`src/rtl/edge_capture.sv`:
```
module edge_capture #(
  parameter int TW = 16
) (
  input  logic          clk,
  input  logic          rst_n,
  input  logic          pin_in,
  input  logic [TW-1:0] tmr_val,
  input  logic          mode_we,
  input  logic [3:0]    mode_wdata,
  output logic [TW-1:0] cap_val,
  output logic          cap_flag,
  input  logic          flag_clr
);

  logic [1:0]    sync_q;
  logic          pin_d;
  logic [3:0]    mode_q;
  logic [3:0]    pre_cnt;
  logic [TW-1:0] cap_q;
  logic          flag_q;
  logic          rise, fall, is_cap, cap_evt, mode_chg;

  assign rise     = sync_q[1] & ~pin_d;
  assign fall     = ~sync_q[1] & pin_d;
  assign is_cap   = (mode_q[3:2] == 2'b01);
  assign mode_chg = mode_we && (mode_wdata != mode_q);

  always_comb begin
    case (mode_q)
      4'b0100: cap_evt = fall;
      4'b0101: cap_evt = rise;
      4'b0110: cap_evt = rise && (pre_cnt[1:0] == 2'b11);
      4'b0111: cap_evt = rise && (pre_cnt == 4'hF);
      default: cap_evt = 1'b0;
    endcase
  end

  always_ff @(posedge clk) begin
    if (!rst_n) begin
      sync_q <= '0;
      pin_d  <= 1'b0;
    end else begin
      sync_q <= {sync_q[0], pin_in};
      pin_d  <= sync_q[1];
    end
  end

  always_ff @(posedge clk) begin
    if (!rst_n)
      mode_q <= 4'b0000;
    else if (mode_we)
      mode_q <= mode_wdata;
  end

  always_ff @(posedge clk) begin
    if (!rst_n || !is_cap)
      pre_cnt <= '0;
    else if (rise && mode_q[1])
      pre_cnt <= cap_evt ? 4'd0 : pre_cnt + 4'd1;
  end

  always_ff @(posedge clk) begin
    if (!rst_n) begin
      cap_q  <= '0;
      flag_q <= 1'b0;
    end else begin
      if (cap_evt)
        cap_q <= tmr_val;
      if (cap_evt || mode_chg)
        flag_q <= 1'b1;
      else if (flag_clr)
        flag_q <= 1'b0;
    end
  end

  assign cap_val  = cap_q;
  assign cap_flag = flag_q;


  capture_load_chk: assert property (@(posedge clk) disable iff (!rst_n)
    cap_evt |=> (cap_q == $past(tmr_val)));


  idle_hold_chk: assert property (@(posedge clk) disable iff (!rst_n)
    !is_cap |=> $stable(cap_q));


  flag_sticky_chk: assert property (@(posedge clk) disable iff (!rst_n)
    (flag_q && !flag_clr) |=> flag_q);


  flag_fall_cause_chk: assert property (@(posedge clk) disable iff (!rst_n)
    $fell(flag_q) |-> $past(flag_clr));


  set_wins_chk: assert property (@(posedge clk) disable iff (!rst_n)
    cap_evt |=> flag_q);

endmodule

```
`config.mk`:
```
export PLATFORM = sky130hd
export DESIGN_NAME = edge_capture
export DESIGN_NICKNAME = d
export VERILOG_FILES = /design/src/rtl/edge_capture.sv
export SDC_FILE = /design/constraint.sdc
export NUM_CORES = 1
export LEC_CHECK = 0
export BUFFER_PORTS_ARGS = -buffer_cell sky130_fd_sc_hd__buf_2
export CORE_ASPECT_RATIO = 0.7
export CORE_MARGIN = 8
export CORE_UTILIZATION = 40
export CTS_CLUSTER_SIZE = 40
export DETAILED_ROUTE_END_ITERATION = 10
export PLACE_DENSITY = 0.67
export SETUP_SLACK_MARGIN = 0.15
export SLEW_MARGIN = 20
export SYNTH_ARGS = -nofsm -noshare
export SYNTH_HDL_FRONTEND = slang
export SYNTH_SLANG_ARGS = --single-unit
```
`constraint.sdc`:
```
create_clock -name clk -period 1.8 [get_ports clk]
set_clock_uncertainty 0.05 [all_clocks]
set_input_delay 0.09 -clock clk [delete_from_list [all_inputs] [get_ports clk]]
set_output_delay 0.09 -clock clk [all_outputs]
set_load 0.05 [all_outputs]
```
Yosys cells after proc, flatten, opt, wreduce, memory -nomap -nowiden

Cells that the tools add are included.

Flip-flop bits (word level): 28
Bits of input ports: 25
Logic and storage cells: 32

Add/subtract/negate cells: 1
Eq/ne operators: 8
Mux-type cells: 4
Bitwise gates (word level): 4
Reduce and logical (&&, ||, !) cells: 9

Operators with widths:

| operator                                                              | count |
|---|---|
| 4-bit by 3-bit equality test with 1-bit output, second input constant | 4 |
| 4-bit by 1-bit adder with 4-bit output, second input constant         | 1 |
| 4-bit equality test, second input constant                            | 1 |
| 1-bit logical AND                                                     | 4 |
| 4-bit 2-to-1 mux                                                      | 1 |
| 4-bit inequality test                                                 | 1 |
| 1-bit one-hot mux with 4 select lines                                 | 1 |
| 1-bit AND                                                             | 2 |
| 2-bit by 1-bit equality test with 1-bit output, second input constant | 1 |
| 2-bit equality test, second input constant                            | 1 |
| 1-bit logical NOT                                                     | 2 |
| 1-bit logical OR                                                      | 2 |
| 1-bit 2-to-1 mux                                                      | 2 |
| 1-bit inverter                                                        | 2 |
| 2-bit nonzero test                                                    | 1 |

Longest topological paths before layout

Depth in word-level cells: 6
Gate-level depth with buffers: 7
Gate-level depth less buffers: 5

Worst setup path after synthesis

No wires, ideal clock.

Kind: reg-to-reg
From: reg pre_cnt[0]
To: reg cap_q[10] (netlist: cap_val[10])
Library setup time: 72 ps
Data arrival time: 1357 ps
Data required time: 1678 ps
Slack: 321 ps
Stages on the path, launching flop included: 8
Clock period less this slack: 1479 ps
Path through: dfxtp_1 ha_1 mux2i_1 a31o_1 o21ai_2 buf_6 buf_12 mux2i_1

Cells in the longest elaborated chain, start to end: 3
Elaborated cells on any way between the ends: 5
Those cells by class: 2 x eq/ne; 1 x mux; 2 x reduce/logical

RTL lines:

| item                                                              | line   | RTL |
|---|---|---|
| start, declared                                                   | 18     | `logic [3:0] pre_cnt;` |
| start signal, assigned                                            | 59     | `pre_cnt <= cap_evt ? 4'd0 : pre_cnt + 4'd1;` |
| 4-bit equality test / 2-bit equality test (equally long branches) | 33, 32 |  |
| 1-bit logical AND, on equally long branches                       | 33, 32 |  |
| 1-bit one-hot mux with 4 select lines *                           | 29     | `case (mode_q)` |
| end signal, assigned                                              | 68     | `cap_q <= tmr_val;` |
| end, declared                                                     | 19     | `logic [TW-1:0] cap_q;` |

Mark *: on every way between the ends. The rest lies on a longest branch, timed or not.
A chain may end at the register's enable or synchronous reset.

Worst setup path after layout

From: reg pre_cnt[1]
To: reg cap_q[8] (netlist: cap_val[8])

The elaborated chain is that of the path after synthesis.

==> impl_table.tex <==
\begin{tabular}{lr}
\hline
Metric & Value \\
\hline
\multicolumn{2}{l}{\textbf{Placement}} \\
DP Worst Slack & 0.2327 ns \\
Routability congestion estimate from global placement & around 0.7 \\
HPWL after detailed placement & 2.012 mm \\
Number of I/O port buffers & between 40 and 50 \\
\multicolumn{2}{l}{\textbf{Clock network}} \\
CTS tree & done \\
Cell at the root of the clock tree & sky130\_fd\_sc\_hd\_\_clkbuf\_8 \\
Number of buffers added by the clock tree synthesis step & 3 \\
Count of H-tree levels built during CTS & 1 \\
Total clock sinks & 28 \\
Number of buffers on the longest clock path & 2 \\
Worst-Skew Late Latency & around 0.27 ns \\
Clock transition at the register clock pins on the worst setup and hold paths after CTS & 0.09 ns \\
\multicolumn{2}{l}{\textbf{Power and ir drop}} \\
Fraction of power consumed by combinational cells & a little under a tenth \\
Total power divided by cell area & between 700 and 800 nW/µm² \\
VDD IR max & approximately 0.00036 V \\
Static power due to leakage & between 0.6 and 0.7 nW \\
Int Power & 0.0008741 W \\
Sequential group share of total power & between 50\% and 60\% \\
Switching power summed over all nets & 0.0002505 W \\
Sw Ratio & $\sim$22\% \\
Clock share of power & 33.7\% \\
\multicolumn{2}{l}{\textbf{Synthesis}} \\
Top post-synthesis cells by area & sky130\_fd\_sc\_hd\_\_dfxtp\_1 46\%, sky130\_fd\_sc\_hd\_\_mux2i\_1 17\%, sky130\_fd\_sc\_hd\_\_nand2\_1 11\% \\
Most common cell in the synthesized netlist & sky130\_fd\_sc\_hd\_\_nand2\_1 \\
Summed instance area of the synthesized netlist & around 1200 µm² \\
Ys Warns & 0 \\
Post-synth top cells & 35 x sky130\_fd\_sc\_hd\_\_nand2\_1, 28 x sky130\_fd\_sc\_hd\_\_dfxtp\_1, 21 x sky130\_fd\_sc\_hd\_\_mux2i\_1, 6 x sky130\_fd\_sc\_hd\_\_xor2\_1, 5 x sky130\_fd\_sc\_hd\_\_nor2b\_1 \\
Most used flip-flop cell after synthesis & sky130\_fd\_sc\_hd\_\_dfxtp\_1 \\
Async set or reset register ratio after synthesis & 0\% \\
Yosys top cell area share & between 40\% and 50\% \\
Post-synthesis average cell area & around 9.5 µm² \\
Number of cells produced by synthesis & 127 \\
Proportion of synthesized chip area in sequential cells & 46.28\% \\
Post-synth net total & $\sim$150 \\
Number of synthesized flops with an enable pin & 0 \\
Number of distinct library cell variants in the gate-level netlist after synthesis & 24 \\
Flops \& latches, synth & 28 \\
Top cell type by total area after synthesis & sky130\_fd\_sc\_hd\_\_dfxtp\_1 \\
\multicolumn{2}{l}{\textbf{STA}} \\
Number of failing hold endpoints at the final stage & 0 \\
Min Tclk post-route & approximately 1.5 ns \\
Number of pins with negative max-slew slack in the final report & 0 \\
Hold WS & $\sim$0.0077 ns \\
Fin crit share & about 86\% \\
Setup TNS after final layout & 0 ns \\
Unrepaired setup endpoints after global routing & true \\
\# setup viols final & 0 \\
Worst Setup Slack, final & about 0.25 ns \\
Tightest slew margin relative to the limit & between 70 and 80\% \\
Highest Clock Rate & about 0.65 GHz \\
Slew at the pin closest to its max-slew limit & between 0.3 and 0.4 ns \\
\multicolumn{2}{l}{\textbf{Detailed routing}} \\
Wire length per cell after detailed routing & $\sim$13 µm \\
Total wirelength of the detailed-routed design & 2.621 mm \\
First-pass detailed-route iteration total & 4 \\
Antenna-violating nets left & 0 \\
1st-iter DRT viols & 33 \\
Drc violations & 0 \\
Detailed-route via count & 940 \\
Vias per inst & between 4 and 5 \\
\multicolumn{2}{l}{\textbf{Global route}} \\
Number of global-route vias before repair & approximately 960 \\
Largest net degree at the start of global routing & 23 \\
Layer carrying the most global-route usage & met2 \\
Total track usage & between 10\% and 20\% \\
Met1 usage in global routing & between 10\% and 20\% \\
GR Layer Usage met3 & between 4 and 5\% \\
Global-route wire length before repair & about 4.1 mm \\
Number of antenna violations at the first check in global routing & 0 \\
Total grt overflow & 0 \\
Met2 Resource Use GR & around a fifth \\
\multicolumn{2}{l}{\textbf{Critical path}} \\
Startpoint kind of the worst setup timing path & flip-flop \\
Start-to-end type of the worst setup path & flip-flop to flip-flop \\
Cell occurring most often along the worst timing path & sky130\_fd\_sc\_hd\_\_mux2i\_1 \\
Cell-by-cell trace of the critical path & ha\_1 > mux2i\_1 > a31o\_1 > o21ai\_2 > buf\_6 > mux2i\_1 \\
FF-to-FF setup slack & between 0.2 and 0.3 ns \\
Start of the worst register-to-register path & pre\_cnt[1]\$\_SDFFE\_PP0P\_ \\
Top fanout value on the critical path & 11 \\
Kind of end point of the critical path & flip-flop \\
Cell with the biggest individual delay on the critical path & sky130\_fd\_sc\_hd\_\_dfxtp\_1 \\
Endpoint of the worst-slack reg-to-reg timing path & cap\_val[8]\$\_SDFFE\_PN0P\_ \\
Biggest cell delay along the critical path & between 0.3 and 0.4 ns \\
Data arrival time at the worst-slack endpoint & 1.69 ns \\
Req. time, crit path & roughly 2.0 ns \\
Reg2Reg Depth & 6 \\
\multicolumn{2}{l}{\textbf{Floorplan}} \\
Boundary pin count & between 40 and 50 \\
Core outline area & 2843 µm² \\
Initial Utilization & a little over two fifths \\
Floorplan die width & $\sim$82 µm \\
Die height & between 60 and 70 µm \\
Site Rows & 16 \\
DIE AREA & between 5000 and 6000 µm² \\
\multicolumn{2}{l}{\textbf{Hold path}} \\
Tightest Hold Check Type & input port to flip-flop \\
End point of the most critical hold path & cap\_val[14]\$\_SDFFE\_PN0P\_ \\
Source of the worst hold timing path & tmr\_val[14] \\
Hold Path Depth & 3 \\
\multicolumn{2}{l}{\textbf{Finish}} \\
\# diodes & 0 \\
Area of all sequential standard cells & between 500 and 600 µm² \\
Layout cell share with drive strength beyond 1 & 29.76\% \\
Combined area of the multi-input logic cells & slightly below 600 µm² \\
Number of fillers in the final layout & 267 \\
Layout-stage area growth over the synthesis result & 22.83\% \\
Post-layout util & 52.33\% \\
\# nets final & $\sim$200 \\
\multicolumn{2}{l}{\textbf{Flow run}} \\
Max capacitance violation total & 0 \\
\multicolumn{2}{l}{\textbf{Status}} \\
Status & complete, no violations \\
\hline
\end{tabular}
[placed cells by master, fill, tap and decap left out]
cell type / instances
sky130_fd_sc_hd__dfxtp_1: 28
sky130_fd_sc_hd__nand2_1: 35
sky130_fd_sc_hd__buf_6: 1
sky130_fd_sc_hd__buf_4: 2
sky130_fd_sc_hd__inv_1: 1
sky130_fd_sc_hd__clkbuf_8: 4
sky130_fd_sc_hd__and3b_2: 1
sky130_fd_sc_hd__nand4_1: 1
sky130_fd_sc_hd__xnor2_1: 1
sky130_fd_sc_hd__and2_1: 4
sky130_fd_sc_hd__nand3b_1: 2
sky130_fd_sc_hd__a31o_1: 1
sky130_fd_sc_hd__nand3_1: 2
sky130_fd_sc_hd__mux2i_1: 21
sky130_fd_sc_hd__o21ai_0: 3
sky130_fd_sc_hd__o41ai_1: 1
sky130_fd_sc_hd__ha_1: 1
sky130_fd_sc_hd__nor2_1: 3
sky130_fd_sc_hd__nor4b_1: 1
sky130_fd_sc_hd__xor2_1: 6
sky130_fd_sc_hd__o21ai_2: 1
sky130_fd_sc_hd__buf_2: 41
sky130_fd_sc_hd__nor2b_1: 5
sky130_fd_sc_hd__dlygate4sd3_1: 1
sky130_fd_sc_hd__o21a_1: 1
[metrics by stage]
step	std cells	instance area (µm²)	total power, W
after floorplan	127	1211	0.0007213
after global placement	199	1419	0.0007549
after detailed placement	199	1419	0.0007583
after CTS	204	1484	0.001140
after global routing	204	1488	0.001175
final	204	1488	0.001125
[flip-flops by register name (all words and copies together), names as in the netlist]
register	cells
cap_flag	1
cap_val	16
mode_q	4
pin_d	1
pre_cnt	4
sync_q	2
[worst max-delay path: cells and delay by family (launching register included)]
kind / cells / cell delay [ns]
AOI/OAI and AO/OA: 2 / 0.38
adders and majority gates: 1 / 0.19
DFF: 1 / 0.39
buffers and inverters: 1 / 0.19
muxes: 2 / 0.28
[area by class of cell]
class	count	area share [%]
timing repair buffer	45	16.23
multi-input combinational	90	39.11
clock buffer	4	3.701
tap	36	3.028
sequential	28	37.68
inverter	1	0.2523
[power groups by stage]
| stage | clock, W | sequential, W | combinational, W |
|---|---|---|---|
| 2_1_floorplan | 0 | 0.000664 | 0.0000571 |
| 3_3_place_gp | 0 | 0.000655 | 0.000100 |
| 3_5_place_dp | 0 | 0.000656 | 0.000103 |
| 4_1_cts | 0.000394 | 0.000641 | 0.000105 |
| 5_1_grt | 0.000416 | 0.000643 | 0.000115 |
| 6_report | 0.000379 | 0.000641 | 0.000104 |
[cells by family after synthesis]
kind of cell	after synthesis	synth area share, %
simple gates	54	20.56
flops	28	46.28
mux	21	17.36
buf+inv	9	5.681
compound gates	7	4.029
xor+xnor	7	5.062
fa+ha+maj	1	1.033
[how the worst max path moves through the flow]
stage,from,endpoint,slack (ns)
6_report,pre_cnt[1]$_SDFFE_PP0P_,cap_val[8]$_SDFFE_PN0P_,0.25
5_1_grt,pre_cnt[1]$_SDFFE_PP0P_,cap_val[0]$_SDFFE_PN0P_,0.15
4_1_cts,pre_cnt[0]$_SDFFE_PP0P_,cap_val[10]$_SDFFE_PN0P_,0.21
3_5_place_dp,pre_cnt[0]$_SDFFE_PP0P_,cap_val[10]$_SDFFE_PN0P_,0.23
3_3_place_gp,pre_cnt[0]$_SDFFE_PP0P_,cap_val[12]$_SDFFE_PN0P_,0.32
2_1_floorplan,pre_cnt[0]$_SDFFE_PP0P_,cap_val[10]$_SDFFE_PN0P_,0.32
[what timing repair did]
item                                   4_1_cts  5_1_grt
setup buffers                                0        0
setup endpoints to repair                    0       10
hold buffers                                 1        0
endpoints found under the hold margin        1        0
resized for setup                            0        1
[metal layers]
layer  up-vias  part of all wire [%]
met5         -                     0
met4         0                  0.69
met3         4                   6.4
met2        23                    49
met1       415                    43
li1        498                     -
No activity file was read; power rests on OpenSTA's default activity.
